==> config.mk <==
export PLATFORM = sky130hd
export DESIGN_NAME = tsi_irq_agg
export DESIGN_NICKNAME = d
export VERILOG_FILES = /design/src/rtl/tsi_irq_pkg.sv /design/src/rtl/tsi_src_latch.sv /design/src/rtl/tsi_host_regs.sv /design/src/rtl/tsi_irq_drive.sv /design/src/rtl/tsi_irq_agg.sv
export SDC_FILE = /design/constraint.sdc
export NUM_CORES = 1
export LEC_CHECK = 0
export BUFFER_PORTS_ARGS = -buffer_cell sky130_fd_sc_hd__buf_2
export CELL_PAD_IN_SITES_DETAIL_PLACEMENT = 1
export CELL_PAD_IN_SITES_GLOBAL_PLACEMENT = 1
export CORE_AREA = 2 2 51 53
export CTS_BUF_LIST = sky130_fd_sc_hd__clkbuf_16
export DETAILED_ROUTE_END_ITERATION = 6
export DIE_AREA = 0 0 53 55
export GPL_TIMING_DRIVEN = 0
export PLACE_DENSITY_LB_ADDON = 0.12
export SYNTH_ARGS = -nofsm -noshare
export SYNTH_HDL_FRONTEND = slang
export SYNTH_SLANG_ARGS = --single-unit
==> constraint.sdc <==
create_clock -name clk -period 1.8 [get_ports clk]
set_input_delay 0.36 -clock clk [delete_from_list [all_inputs] [get_ports clk]]
set_output_delay 0.36 -clock clk [all_outputs]
set_load 0.005 [all_outputs]
==> src/rtl/tsi_irq_pkg.sv <==
package tsi_irq_pkg;
  localparam int NUM_SRC = 4;
  localparam int SRC_CLKFAIL = 0;
  localparam int SRC_FRAME   = 1;
  localparam int SRC_PLLERR  = 2;
  localparam int SRC_BUSERR  = 3;

  localparam logic [1:0] ADDR_STATUS = 2'd0;
  localparam logic [1:0] ADDR_MASK   = 2'd1;
  localparam logic [1:0] ADDR_CTRL   = 2'd2;

  localparam int CTRL_W = 3;

  typedef struct packed {
    logic pulse;   // bit 2
    logic pol_hi;  // bit 1
    logic en;      // bit 0
  } ctrl_t;
endpackage

==> src/rtl/tsi_src_latch.sv <==
module tsi_src_latch #(
  parameter int N = 4
) (
  input  logic         clk,
  input  logic         rst_n,
  input  logic [N-1:0] raw,
  input  logic [N-1:0] clr,
  output logic [N-1:0] status
);
  logic [N-1:0] raw_d;

  for (genvar gi = 0; gi < N; gi++) begin : g_src
    logic rise;
    assign rise = raw[gi] & ~raw_d[gi];

    always_ff @(posedge clk) begin
      if (!rst_n) begin
        raw_d[gi]  <= 1'b0;
        status[gi] <= 1'b0;
      end else begin
        raw_d[gi]  <= raw[gi];
        status[gi] <= (status[gi] & ~clr[gi]) | rise;
      end
    end

    AST_SET_ON_RISE: assert property (@(posedge clk) disable iff (!rst_n)
      (raw[gi] && !raw_d[gi]) |=> status[gi]);
    AST_STICKY: assert property (@(posedge clk) disable iff (!rst_n)
      (status[gi] && !clr[gi]) |=> status[gi]);
  end
endmodule

==> src/rtl/tsi_host_regs.sv <==
module tsi_host_regs
  import tsi_irq_pkg::*;
#(
  parameter int DATA_W = 8,
  parameter int ADDR_W = 2
) (
  input  logic               clk,
  input  logic               rst_n,
  input  logic               host_sel,
  input  logic               host_wr,
  input  logic [ADDR_W-1:0]  host_addr,
  input  logic [DATA_W-1:0]  host_wdata,
  input  logic [NUM_SRC-1:0] status,
  output logic [DATA_W-1:0]  host_rdata,
  output logic [NUM_SRC-1:0] clr,
  output logic [NUM_SRC-1:0] mask,
  output ctrl_t              ctrl
);
  logic wr_en;
  logic unused_wdata_hi;

  assign wr_en = host_sel & host_wr;
  assign unused_wdata_hi = ^host_wdata[DATA_W-1:NUM_SRC];
  assign clr = (wr_en && host_addr == ADDR_W'(ADDR_STATUS)) ?
               host_wdata[NUM_SRC-1:0] : '0;

  always_ff @(posedge clk) begin
    if (!rst_n) begin
      mask <= '0;
      ctrl <= '0;
    end else if (wr_en) begin
      if (host_addr == ADDR_W'(ADDR_MASK)) mask <= host_wdata[NUM_SRC-1:0];
      if (host_addr == ADDR_W'(ADDR_CTRL)) ctrl <= ctrl_t'(host_wdata[CTRL_W-1:0]);
    end
  end

  always_comb begin
    host_rdata = '0;
    if (host_sel) begin
      unique case (host_addr)
        ADDR_W'(ADDR_STATUS): host_rdata = DATA_W'(status);
        ADDR_W'(ADDR_MASK):   host_rdata = DATA_W'(mask);
        ADDR_W'(ADDR_CTRL):   host_rdata = DATA_W'(ctrl);
        default:              host_rdata = '0;
      endcase
    end
  end

  AST_MASK_HOLD: assert property (@(posedge clk) disable iff (!rst_n)
    !(wr_en && host_addr == ADDR_W'(ADDR_MASK)) |=> $stable(mask));
  AST_CTRL_HOLD: assert property (@(posedge clk) disable iff (!rst_n)
    !(wr_en && host_addr == ADDR_W'(ADDR_CTRL)) |=> $stable(ctrl));
endmodule

==> src/rtl/tsi_irq_drive.sv <==
module tsi_irq_drive
  import tsi_irq_pkg::*;
(
  input  logic               clk,
  input  logic               rst_n,
  input  logic [NUM_SRC-1:0] status,
  input  logic [NUM_SRC-1:0] mask,
  input  ctrl_t              ctrl,
  output logic               irq_out
);
  logic pend, pend_d, act;

  assign pend = ctrl.en & (|(status & mask));

  always_ff @(posedge clk) begin
    if (!rst_n) begin
      pend_d <= 1'b0;
      act    <= 1'b0;
    end else begin
      pend_d <= pend;
      act    <= ctrl.pulse ? (pend & ~pend_d) : pend;
    end
  end

  assign irq_out = ctrl.pol_hi ? act : ~act;

  AST_DIS_IDLE: assert property (@(posedge clk) disable iff (!rst_n)
    !ctrl.en |=> !act);
  AST_PULSE_SINGLE: assert property (@(posedge clk) disable iff (!rst_n)
    (ctrl.pulse && act && $stable(ctrl)) |=> !act);
endmodule

==> src/rtl/tsi_irq_agg.sv <==
module tsi_irq_agg
  import tsi_irq_pkg::*;
#(
  parameter int DATA_W = 8,
  parameter int ADDR_W = 2,
  parameter int GRPA_W = 4,
  parameter int GRPB_W = 3,
  parameter int GRPC_W = 4
) (
  input  logic              clk,
  input  logic              rst_n,
  input  logic              ev_clkfail,
  input  logic              ev_frame,
  input  logic              ev_pllerr,
  input  logic [GRPA_W-1:0] err_grp_a,
  input  logic [GRPB_W-1:0] err_grp_b,
  input  logic [GRPC_W-1:0] err_grp_c,
  input  logic              host_sel,
  input  logic              host_wr,
  input  logic [ADDR_W-1:0] host_addr,
  input  logic [DATA_W-1:0] host_wdata,
  output logic [DATA_W-1:0] host_rdata,
  output logic              irq_out
);
  logic [NUM_SRC-1:0] raw, clr, status, mask;
  ctrl_t ctrl;

  always_comb begin
    raw = '0;
    raw[SRC_CLKFAIL] = ev_clkfail;
    raw[SRC_FRAME]   = ev_frame;
    raw[SRC_PLLERR]  = ev_pllerr;
    raw[SRC_BUSERR]  = (|err_grp_a) | (|err_grp_b) | (|err_grp_c);
  end

  tsi_src_latch #(.N(NUM_SRC)) u_latch (
    .clk(clk), .rst_n(rst_n), .raw(raw), .clr(clr), .status(status)
  );

  tsi_host_regs #(.DATA_W(DATA_W), .ADDR_W(ADDR_W)) u_regs (
    .clk(clk), .rst_n(rst_n), .host_sel(host_sel), .host_wr(host_wr),
    .host_addr(host_addr), .host_wdata(host_wdata), .status(status),
    .host_rdata(host_rdata), .clr(clr), .mask(mask), .ctrl(ctrl)
  );

  tsi_irq_drive u_drive (
    .clk(clk), .rst_n(rst_n), .status(status), .mask(mask), .ctrl(ctrl),
    .irq_out(irq_out)
  );

  AST_BUSERR_SET: assert property (@(posedge clk) disable iff (!rst_n)
    ($rose(raw[SRC_BUSERR]) && $past(rst_n)) |=> status[SRC_BUSERR]);
endmodule

==> results.yml, run 1 <==
cts:
  numCtsBuffers: 3
  ctsHoldBuffers: 0
  cts_tree: "built"
  htree_num_levels: 1
  cts_setup_buffers: 0
  cts_repair_resize_count: 0
  clkSinkCount: 17
  insertion_delay_ns: 0.25
  cts_buffer_depth: 2
  root_buffer: "clkbuf_16"
  path_clk_slew_ns: 0.05
critical_path:
  ff2ff_path_depth: 3
  path_cells: "buf_2 -> nor2b_1 -> o2bb2ai_1 -> and2_1 -> buf_2"
  crit_path_top_delay_cell: "nor2b_1"
  cp.buffers_inverters: 2
  cp_num_cells: 5
  rr_startpoint: "u_latch.status[2]$_SDFF_PN0_"
  cp_common_cell: "buf_2"
  startpoint_type: "input port"
  worstPathMaxFanout: 8
  cpLargestDelayFamily: "simple AND/OR/NAND/NOR gates"
  r2r_setup_slack_ns: 0.86
  cp_data_required_time_ns: 1.44
  rr_endpoint: "u_drive.act$_SDFF_PN0_"
  cp-startpoint: "host_addr[1]"
  arrival_ns: 1.13
  crit_path_end_kind: "output port"
  endpoint: "host_rdata[0]"
  worst-setup-path-type: "in2out"
  max_stage_delay_ns: 0.25
pwr:
  p_per_area_mw_per_mm2: 891.3
  vdd_drop_max_v: 0.0004175
  leakage_nw: 0.4925
run_status:
  status: "complete, no violations"
yosys:
  syn_inst: 79
  yosysWarnings: 0
  synth_top_area_cell: "dfxtp_1"
  synth_top_area_share_pct: 42.97
  synth_ff_type: "dfxtp_1"
  syn_area_um2: 792.0
  avgSynthCellArea_um2: 10.03
  seq_area_frac_synth_pct: 42.97
  netlist-cell-type-count: 22
  ys_ff_latch: 17
  synthTopCellsByArea: "dfxtp_1, mux2i_1, nor2b_1, and2_1, a32o_1"
  synth-edff-count: 0
  synthArstFlopShare_pct: 0
timing:
  tns_ns: 0
  grt_setup_unrepaired: "no"
  fmax_ghz: 0.6715
  finalCritPeriodShare_pct: 82.74
  setup_viol: 0
  setup_ws_ns: 0.3108
  final_hold_viol_count: 0
  finClkSkew_ns: 0.002222
  drv_slew: 0
  finalCriticalPeriod_ns: 1.489
floorplanning:
  initial_utilization_pct: 33.49
  dieArea_mm2: 0.002915
  io_pins: 37
  rows: 18
  die_width_um: 53
  core_area_mm2: 0.002365
  die_h_um: 55
drt:
  drtPass1Iterations: 3
  finalWirelength_um: 1807
  num_vias: 684
  avgRoutedWirePerCell_um: 12.64
  drc: 0
  drt_iter0_markers: 2
  viasPerCell: 4.783
  postRouteAntennaNets: 0
place:
  dp.cells: 139
  port_buffers: 27
  dp_slack_ns: 0.2961
  gp_congestion: 0.6842
  dpl.hpwl_um: 1413
global_routing:
  grt_pass1_vias: 664
  grt_pass1_wl_um: 2973
  antenna_found_initial: 0
  grt_max_degree: 11
  gr-usage-all-layers_pct: 14.80
  gr-total-overflow: 0
finish:
  layoutNonFillerInstCount: 143
  fill_cells: 291
  n_antenna_cell: 0
  drive_gt1_share_pct: 31.86
  area_delta_synth_final_pct: 33.33
  nets: 142
min_path:
  hold_path_class: "in2reg"
flow_run:
  cap_violations: 0
## where the power goes
group          leakage [nW]  total (W)  internal [W]  switching, W
combinational         0.312  0.0000947     0.0000542     0.0000405
clock                0.0409   0.000441      0.000297      0.000144
sequential            0.140   0.000405      0.000394     0.0000110
total                 0.492   0.000941      0.000745      0.000196
## how the worst min path moves through the flow
stage / startpoint / slack (ns) / endpoint / cells past startpoint
6_report: ev_frame / 0.34 / u_latch.raw_d[1]$_SDFF_PN0_ / 2
5_1_grt: ev_clkfail / 0.36 / u_latch.raw_d[0]$_SDFF_PN0_ / 2
4_1_cts: ev_frame / 0.34 / u_latch.raw_d[1]$_SDFF_PN0_ / 2
3_5_place_dp: u_drive.pend_d$_SDFF_PN0_ / 0.42 / u_drive.act$_SDFF_PN0_ / 1
3_3_place_gp: u_drive.pend_d$_SDFF_PN0_ / 0.41 / u_drive.act$_SDFF_PN0_ / 1
2_1_floorplan: u_drive.pend_d$_SDFF_PN0_ / 0.40 / u_drive.act$_SDFF_PN0_ / 1
## registers in the layout (all words and copies together) (netlist names)
register	count
u_regs.mask	4
u_latch.status	4
u_latch.raw_d	4
u_drive.act	1
u_drive.pend_d	1
u_regs.ctrl	3
## cell families after synthesis
| group | count (synthesis) | synth area share [%] |
|---|---|---|
| AOI/OAI and AO/OA | 11 | 11.85 |
| xor gates and xnor gates | 1 | 1.106 |
| buffers and inverters | 9 | 7.108 |
| DFF | 17 | 42.97 |
| muxes | 11 | 13.90 |
| other | 1 | 0.4735 |
| and+or+nand+nor | 29 | 22.59 |
## Yosys cell counts, drive strengths merged, types with 2 or more instances
| library cell | number |
|---|---|
| mux2i | 11 |
| and2 | 7 |
| nand4b | 2 |
| dfxtp | 17 |
| a22oi | 2 |
| a32o | 4 |
| nor4 | 2 |
| buf | 5 |
| inv | 3 |
| nor2b | 9 |
| nand2 | 5 |
| o2bb2ai | 3 |
## worst register-to-register path: cells and delay by family, from the launching register on
kind            cells  cell delay, ns
flops               1            0.36
compound gates      3            0.50
## routing by layer
layer  vias to the layer above  global-route usage, %  wire [um]
li1                        343                      -          -
met1                       318                  16.91        783
met2                        18                  24.79        885
met3                         5                  3.226         90
met4                         0                  10.26         48
met5                         -                      0          0
## metrics by stage
step                power (W)  util [%]  cell area (um^2)  hold slack (ns)
floorplan           0.0004630         -             803.3           0.3955
CTS                 0.0009553     44.66              1056           0.3360
finish              0.0009412     44.66              1056           0.3385
global route        0.0009906     44.66              1056           0.3605
detailed placement  0.0005090     41.27             975.9           0.4188
global placement    0.0005060     41.27             975.9           0.4053
## area by class of cell
class                   instances  area, um^2  area share [%]
clock buffers                   3       75.07           7.109
plain buffers                   6       45.04           4.265
multi-input cells              56       406.6           38.51
repair buffers                 27       135.1           12.80
inverters                       3       11.26           1.066
well taps                      30       37.54           3.555
clock inverters                 1       5.005          0.4739
flip-flops and latches         17       340.3           32.23
## layout by cell type (no fill, tap or decap), drive strengths merged
cell and instances:
and2 7, nor2b 9, nor3 1, clkinv 1
xnor2 1, inv 3, dfxtp 17, nand3 1
nand4b 2, nor4 2, a22oi 2, a32o 4
clkbuf 4, o2bb2ai 3, a21oi 1, buf 32
nand2 5, nor3b 1, a21boi 1, conb 4
mux2i 11, and4bb 1
Note: power is estimated with default switching activity, not from simulation.
==> inputs of run 2 (changes only) <==
--- a/config.mk
+++ b/config.mk
@@ -8,10 +8,10 @@
 export BUFFER_PORTS_ARGS = -buffer_cell sky130_fd_sc_hd__buf_2
 export CELL_PAD_IN_SITES_DETAIL_PLACEMENT = 1
 export CELL_PAD_IN_SITES_GLOBAL_PLACEMENT = 1
-export CORE_AREA = 2 2 51 53
+export CORE_AREA = 2 2 53 55
 export CTS_BUF_LIST = sky130_fd_sc_hd__clkbuf_16
 export DETAILED_ROUTE_END_ITERATION = 6
-export DIE_AREA = 0 0 53 55
+export DIE_AREA = 0 0 55 57
 export GPL_TIMING_DRIVEN = 0
 export PLACE_DENSITY_LB_ADDON = 0.12
 export SYNTH_ARGS = -nofsm -noshare
==> constraint.sdc (replaced) <==
create_clock -name clk -period 1.5 [get_ports clk]
set_input_delay 0.3 -clock clk [delete_from_list [all_inputs] [get_ports clk]]
set_output_delay 0.3 -clock clk [all_outputs]
set_load 0.005 [all_outputs]
==> run 2 against run 1 <==
Compared with the run above: critical path type is now reg2out; first-iteration DRC count grew to 4.5 times the previous value; cell area grew 0.36%; die area grew 7.5%; clock skew grew 0.0022 ns; wire length grew 6.1%; combinational power grew 24%; critical path depth shrank 1; clock power grew 23%; non-clock buffer count is the same.
==> results.yml, run 2 (same netlist as run 1, synthesis figures left out) <==
run_status:
  status: "complete, no violations"
pwr:
  clockPowerShare_pct: 47.4
  swShare_pct: 21.73
  p_per_area_mw_per_mm2: 1079
  vdd_drop_max_v: 0.0007637
  p_int_w: 0.0008954
  p_sw_w: 0.0002485
  power_frac_comb_pct: 10.2
  power_frac_seq_pct: 42.5
  leakage_nw: 0.4935
timing:
  finalCritPeriodShare_pct: 93.46
  finClkSkew_ns: 0.004441
  setup_ws_ns: 0.09809
  setup_viol: 0
  final_hold_viol_count: 0
  finalHoldWorstSlack_ns: 0.2818
  grt_setup_unrepaired: "no"
  drv_slew: 0
  finalCriticalPeriod_ns: 1.402
  tns_ns: 0
  fmax_ghz: 0.7133
critical_path:
  cp.buffers_inverters: 1
  startpoint_type: "flip-flop"
  ff2ff_path_depth: 3
  r2r_setup_slack_ns: 0.59
  cpLargestDelayFamily: "flip-flops"
  worstPathMaxFanout: 3
  cp_data_required_time_ns: 1.20
  rr_startpoint: "u_latch.status[2]$_SDFF_PN0_"
  arrival_ns: 1.10
  crit_path_top_delay_cell: "dfxtp_1"
  max_stage_delay_ns: 0.32
  path_cells: "mux2i_1 -> o2bb2ai_1 -> and2_1 -> buf_2"
  crit_path_end_kind: "output port"
  rr_endpoint: "u_drive.act$_SDFF_PN0_"
  worst-setup-path-type: "reg2out"
place:
  port_buffers: 27
  dpl.hpwl_um: 1487
  dp_slack_ns: 0.05901
  dp.cells: 140
  gp_congestion: 0.7436
  post_dp_cell_area_um2: 977.2
cts:
  numCtsBuffers: 3
  path_clk_slew_ns: 0.05
  cts_buffer_depth: 2
  cts_tree: "built"
  clkSinkCount: 17
  cts_setup_buffers: 0
  htree_num_levels: 1
  insertion_delay_ns: 0.25
  root_buffer: "clkbuf_16"
floorplanning:
  io_pins: 37
  die_h_um: 57
  die_width_um: 55
  initial_utilization_pct: 30.29
  dieArea_mm2: 0.003135
  core_area_mm2: 0.002615
  rows: 19
finish:
  n_antenna_cell: 0
  final_common_cell: "buf_2"
  nets: 142
  area_delta_synth_final_pct: 33.81
  reg_top3: "u_latch.raw_d (4), u_latch.status (4), u_regs.mask (4)"
  fill_cells: 321
  layoutNonFillerInstCount: 144
  fin_area_mm2: 0.001060
  drive_gt1_share_pct: 32.74
  multi_input_area_um2: 409.1
  layout_common_cells: "buf_2, dfxtp_1, mux2i_1, nor2b_1, and2_1"
  final-seq-area_um2: 340.3
min_path:
  hold_end: "u_latch.raw_d[0]$_SDFF_PN0_"
  hold-path-cell-count: 2
  hold_path_class: "in2reg"
  hold_start: "ev_clkfail"
global_routing:
  grt_util_met2_pct: 22.45
  grt_pass1_wl_um: 3098
  grtUsageMet3_pct: 3.141
  use_met1_pct: 17.08
  gr-total-overflow: 0
  gr-usage-all-layers_pct: 14.01
  antenna_found_initial: 0
  grt_pass1_vias: 693
  grt_busiest_layer: "met2"
  grt_max_degree: 11
drt:
  drt_iter0_markers: 9
  avgRoutedWirePerCell_um: 13.31
  postRouteAntennaNets: 0
  drtPass1Iterations: 3
  drc: 0
  viasPerCell: 4.764
  finalWirelength_um: 1917
  num_vias: 686
flow_run:
  cap_violations: 0
## run 2: power groups by stage
stage	logic, W	registers [W]	clock network, W
4_1_cts	0.000118	0.000486	0.000555
2_1_floorplan	0.0000644	0.000491	0
6_report	0.000117	0.000486	0.000542
3_3_place_gp	0.000114	0.000495	0
5_1_grt	0.000131	0.000488	0.000575
3_5_place_dp	0.000117	0.000496	0
## run 2: how the worst max path moves through the flow
stage,slack [ns],cells after the start,start,endpoint
2_1_floorplan,0.36,4,host_addr[0],host_rdata[0]
3_3_place_gp,0.07,5,host_addr[1],host_rdata[0]
3_5_place_dp,0.06,5,host_addr[1],host_rdata[0]
4_1_cts,0.06,5,host_addr[1],host_rdata[0]
5_1_grt,0.02,4,u_latch.status[2]$_SDFF_PN0_,host_rdata[2]
6_report,0.1,4,u_regs.mask[2]$_SDFFE_PN0P_,host_rdata[2]
## run 2: worst register-to-register path: stages (launching register included)
cell and delay [ns]:
dfxtp_1 0.36, a22oi_1 0.10, a21oi_1 0.19, a21boi_0 0.19
## run 2: repair_timing
item                                    4_1_cts  5_1_grt
hold endpoints to repair                      0        0
endpoints found under the setup margin        0        2
gates resized for setup                       0        1
hold buffers                                  0        0
## run 2: per-stage QoR
step	total power [W]	utilization (%)
after global routing	0.001194	40.53
after global placement	0.0006090	37.37
final	0.001144	40.53
after detailed placement	0.0006126	37.37
after CTS	0.001159	40.43
after floorplan	0.0005556	-
## run 2: final cells by class
class | instances | share of cell area (%)
clock inverter | 1 | 0.4723
sequential | 17 | 32.11
tap | 31 | 3.660
inverter | 3 | 1.063
multi-input combinational | 56 | 38.61
buffer | 6 | 4.250
timing repair buffer | 27 | 12.75
clock buffer | 3 | 7.084
## run 2: per-layer routing
layer	share of wire [%]	routed length, um	vias to the layer above
met4	2.0	38	0
met1	45	855	317
met3	6.2	119	4
li1	-	-	340
met2	47	903	25
met5	0	0	-
==> inputs of run 3 (changes only) <==
--- a/config.mk
+++ b/config.mk
@@ -13,6 +13,7 @@
 export DETAILED_ROUTE_END_ITERATION = 6
 export DIE_AREA = 0 0 55 57
 export GPL_TIMING_DRIVEN = 0
+export MAX_ROUTING_LAYER = met4
 export PLACE_DENSITY_LB_ADDON = 0.12
 export SYNTH_ARGS = -nofsm -noshare
 export SYNTH_HDL_FRONTEND = slang
==> run 3 against run 2 <==
Compared with the run above: wire length is 0.10% higher; setup slack hardly changed; clock skew hardly changed; largest cell class unchanged.
==> results.yml, run 3 (same netlist as run 1, synthesis figures left out) <==
run_status:
  status: "complete, no violations"
finish:
  final_common_cell: "buf_2"
  area_delta_synth_final_pct: 33.81
  drive_gt1_share_pct: 32.74
  n_antenna_cell: 0
  layout_common_cells: "buf_2, dfxtp_1, mux2i_1, nor2b_1, and2_1"
  nets: 142
  reg_top3: "u_latch.raw_d (4), u_latch.status (4), u_regs.mask (4)"
  final_core_utilization_pct: 40.53
  fin_area_mm2: 0.001060
drt:
  drc: 0
  finalWirelength_um: 1919
  postRouteAntennaNets: 0
  drt_iter0_markers: 13
  avgRoutedWirePerCell_um: 13.33
  viasPerCell: 4.764
  drtPass1Iterations: 3
  num_vias: 686
critical_path:
  worst-setup-path-type: "reg2out"
  startpoint_type: "flip-flop"
  rr_endpoint: "u_drive.act$_SDFF_PN0_"
  cpLargestDelayFamily: "flip-flops"
  path_cells: "mux2i_1 -> o2bb2ai_1 -> and2_1 -> buf_2"
  crit_path_top_delay_cell: "dfxtp_1"
  max_stage_delay_ns: 0.32
  arrival_ns: 1.10
  ff2ff_path_depth: 3
  cp.buffers_inverters: 1
  worstPathMaxFanout: 3
  cp_data_required_time_ns: 1.20
  r2r_setup_slack_ns: 0.59
  crit_path_end_kind: "output port"
  rr_startpoint: "u_latch.status[2]$_SDFF_PN0_"
pwr:
  p_per_area_mw_per_mm2: 1080
  swShare_pct: 21.73
  p_sw_w: 0.0002487
  leakage_nw: 0.4935
  vdd_drop_max_v: 0.0007638
  clockPowerShare_pct: 47.4
  power_frac_comb_pct: 10.2
  power_frac_seq_pct: 42.5
  p_int_w: 0.0008954
floorplanning:
  rows: 19
  die_width_um: 55
  dieArea_mm2: 0.003135
  core_area_mm2: 0.002615
  initial_utilization_pct: 30.29
  die_h_um: 57
  io_pins: 37
place:
  post_dp_cell_area_um2: 977.2
  gp_congestion: 0.7530
  dpl.hpwl_um: 1487
  dp_slack_ns: 0.05901
  port_buffers: 27
timing:
  finClkSkew_ns: 0.004423
  fmax_ghz: 0.7131
  finalCritPeriodShare_pct: 93.48
  final_hold_viol_count: 0
  tns_ns: 0
  setup_viol: 0
  finalCriticalPeriod_ns: 1.402
  setup_ws_ns: 0.09776
  finalHoldWorstSlack_ns: 0.2817
  grt_setup_unrepaired: "no"
  drv_slew: 0
cts:
  cts_buffer_depth: 2
  cts_tree: "built"
  path_clk_slew_ns: 0.05
  insertion_delay_ns: 0.25
  numCtsBuffers: 3
  htree_num_levels: 1
  root_buffer: "clkbuf_16"
  clkSinkCount: 17
global_routing:
  grt_max_degree: 11
  grt_pass1_wl_um: 3098
  gr-usage-all-layers_pct: 14.42
  antenna_found_initial: 0
  grt_pass1_vias: 694
  gr-total-overflow: 0
min_path:
  hold_path_class: "in2reg"
  hold_end: "u_latch.raw_d[0]$_SDFF_PN0_"
  hold-path-cell-count: 2
  hold_start: "ev_clkfail"
flow_run:
  cap_violations: 0
## run 3: cell counts in the layout (fill, tap and decap cells not counted)
Identical to the previous run, type by type.
## run 3: timing repair
action / in CTS / in global routing
resized for setup: 0 / 1
hold buffers: 0 / 0
endpoints found under the setup margin: 0 / 2
buffers inserted: 0 / 0
## run 3: final cells by class
class / count / area, um^2
clock inverters: 1 / 5.005
repair buffers: 27 / 135.1
plain buffers: 6 / 45.04
inverters: 3 / 11.26
well taps: 31 / 38.79
clock buffers: 3 / 75.07
multi-input cells: 56 / 409.1
flip-flops and latches: 17 / 340.3
fillers: 321 / 1555
## run 3: how the worst max path moves through the flow
stage                                to                          from  depth (start not counted)  slack [ns]
after detailed placement  host_rdata[0]                  host_addr[1]                          5        0.06
after global placement    host_rdata[0]                  host_addr[1]                          5        0.07
final                     host_rdata[2]   u_regs.mask[2]$_SDFFE_PN0P_                          4         0.1
after floorplan           host_rdata[0]                  host_addr[0]                          4        0.36
after global routing      host_rdata[2]  u_latch.status[2]$_SDFF_PN0_                          4        0.02
after CTS                 host_rdata[0]                  host_addr[1]                          5        0.06
## run 3: power by group through the flow
| stage | clock network [W] | logic, W | registers (W) |
|---|---|---|---|
| floorplan | 0 | 0.0000644 | 0.000491 |
| global placement | 0 | 0.000114 | 0.000495 |
| detailed placement | 0 | 0.000117 | 0.000496 |
| CTS | 0.000555 | 0.000118 | 0.000486 |
| global route | 0.000575 | 0.000131 | 0.000488 |
| finish | 0.000542 | 0.000117 | 0.000486 |
## run 3: stage by stage
| stage | cells | total power (W) |
|---|---|---|
| 2_1_floorplan | 82 | 0.0005556 |
| 4_1_cts | 144 | 0.001159 |
| 3_3_place_gp | 140 | 0.0006090 |
| 3_5_place_dp | 140 | 0.0006126 |
| 5_1_grt | 144 | 0.001194 |
| 6_report | 144 | 0.001144 |
## run 3: routing by layer
metal  vias to the layer above  global-route usage [%]  wire (um)
met5                         -                       -          0
met4                         0                   7.317         36
met3                         4                   3.141        123
met2                        25                   22.45        904
met1                       317                   17.08        855
li1                        340                       -          -
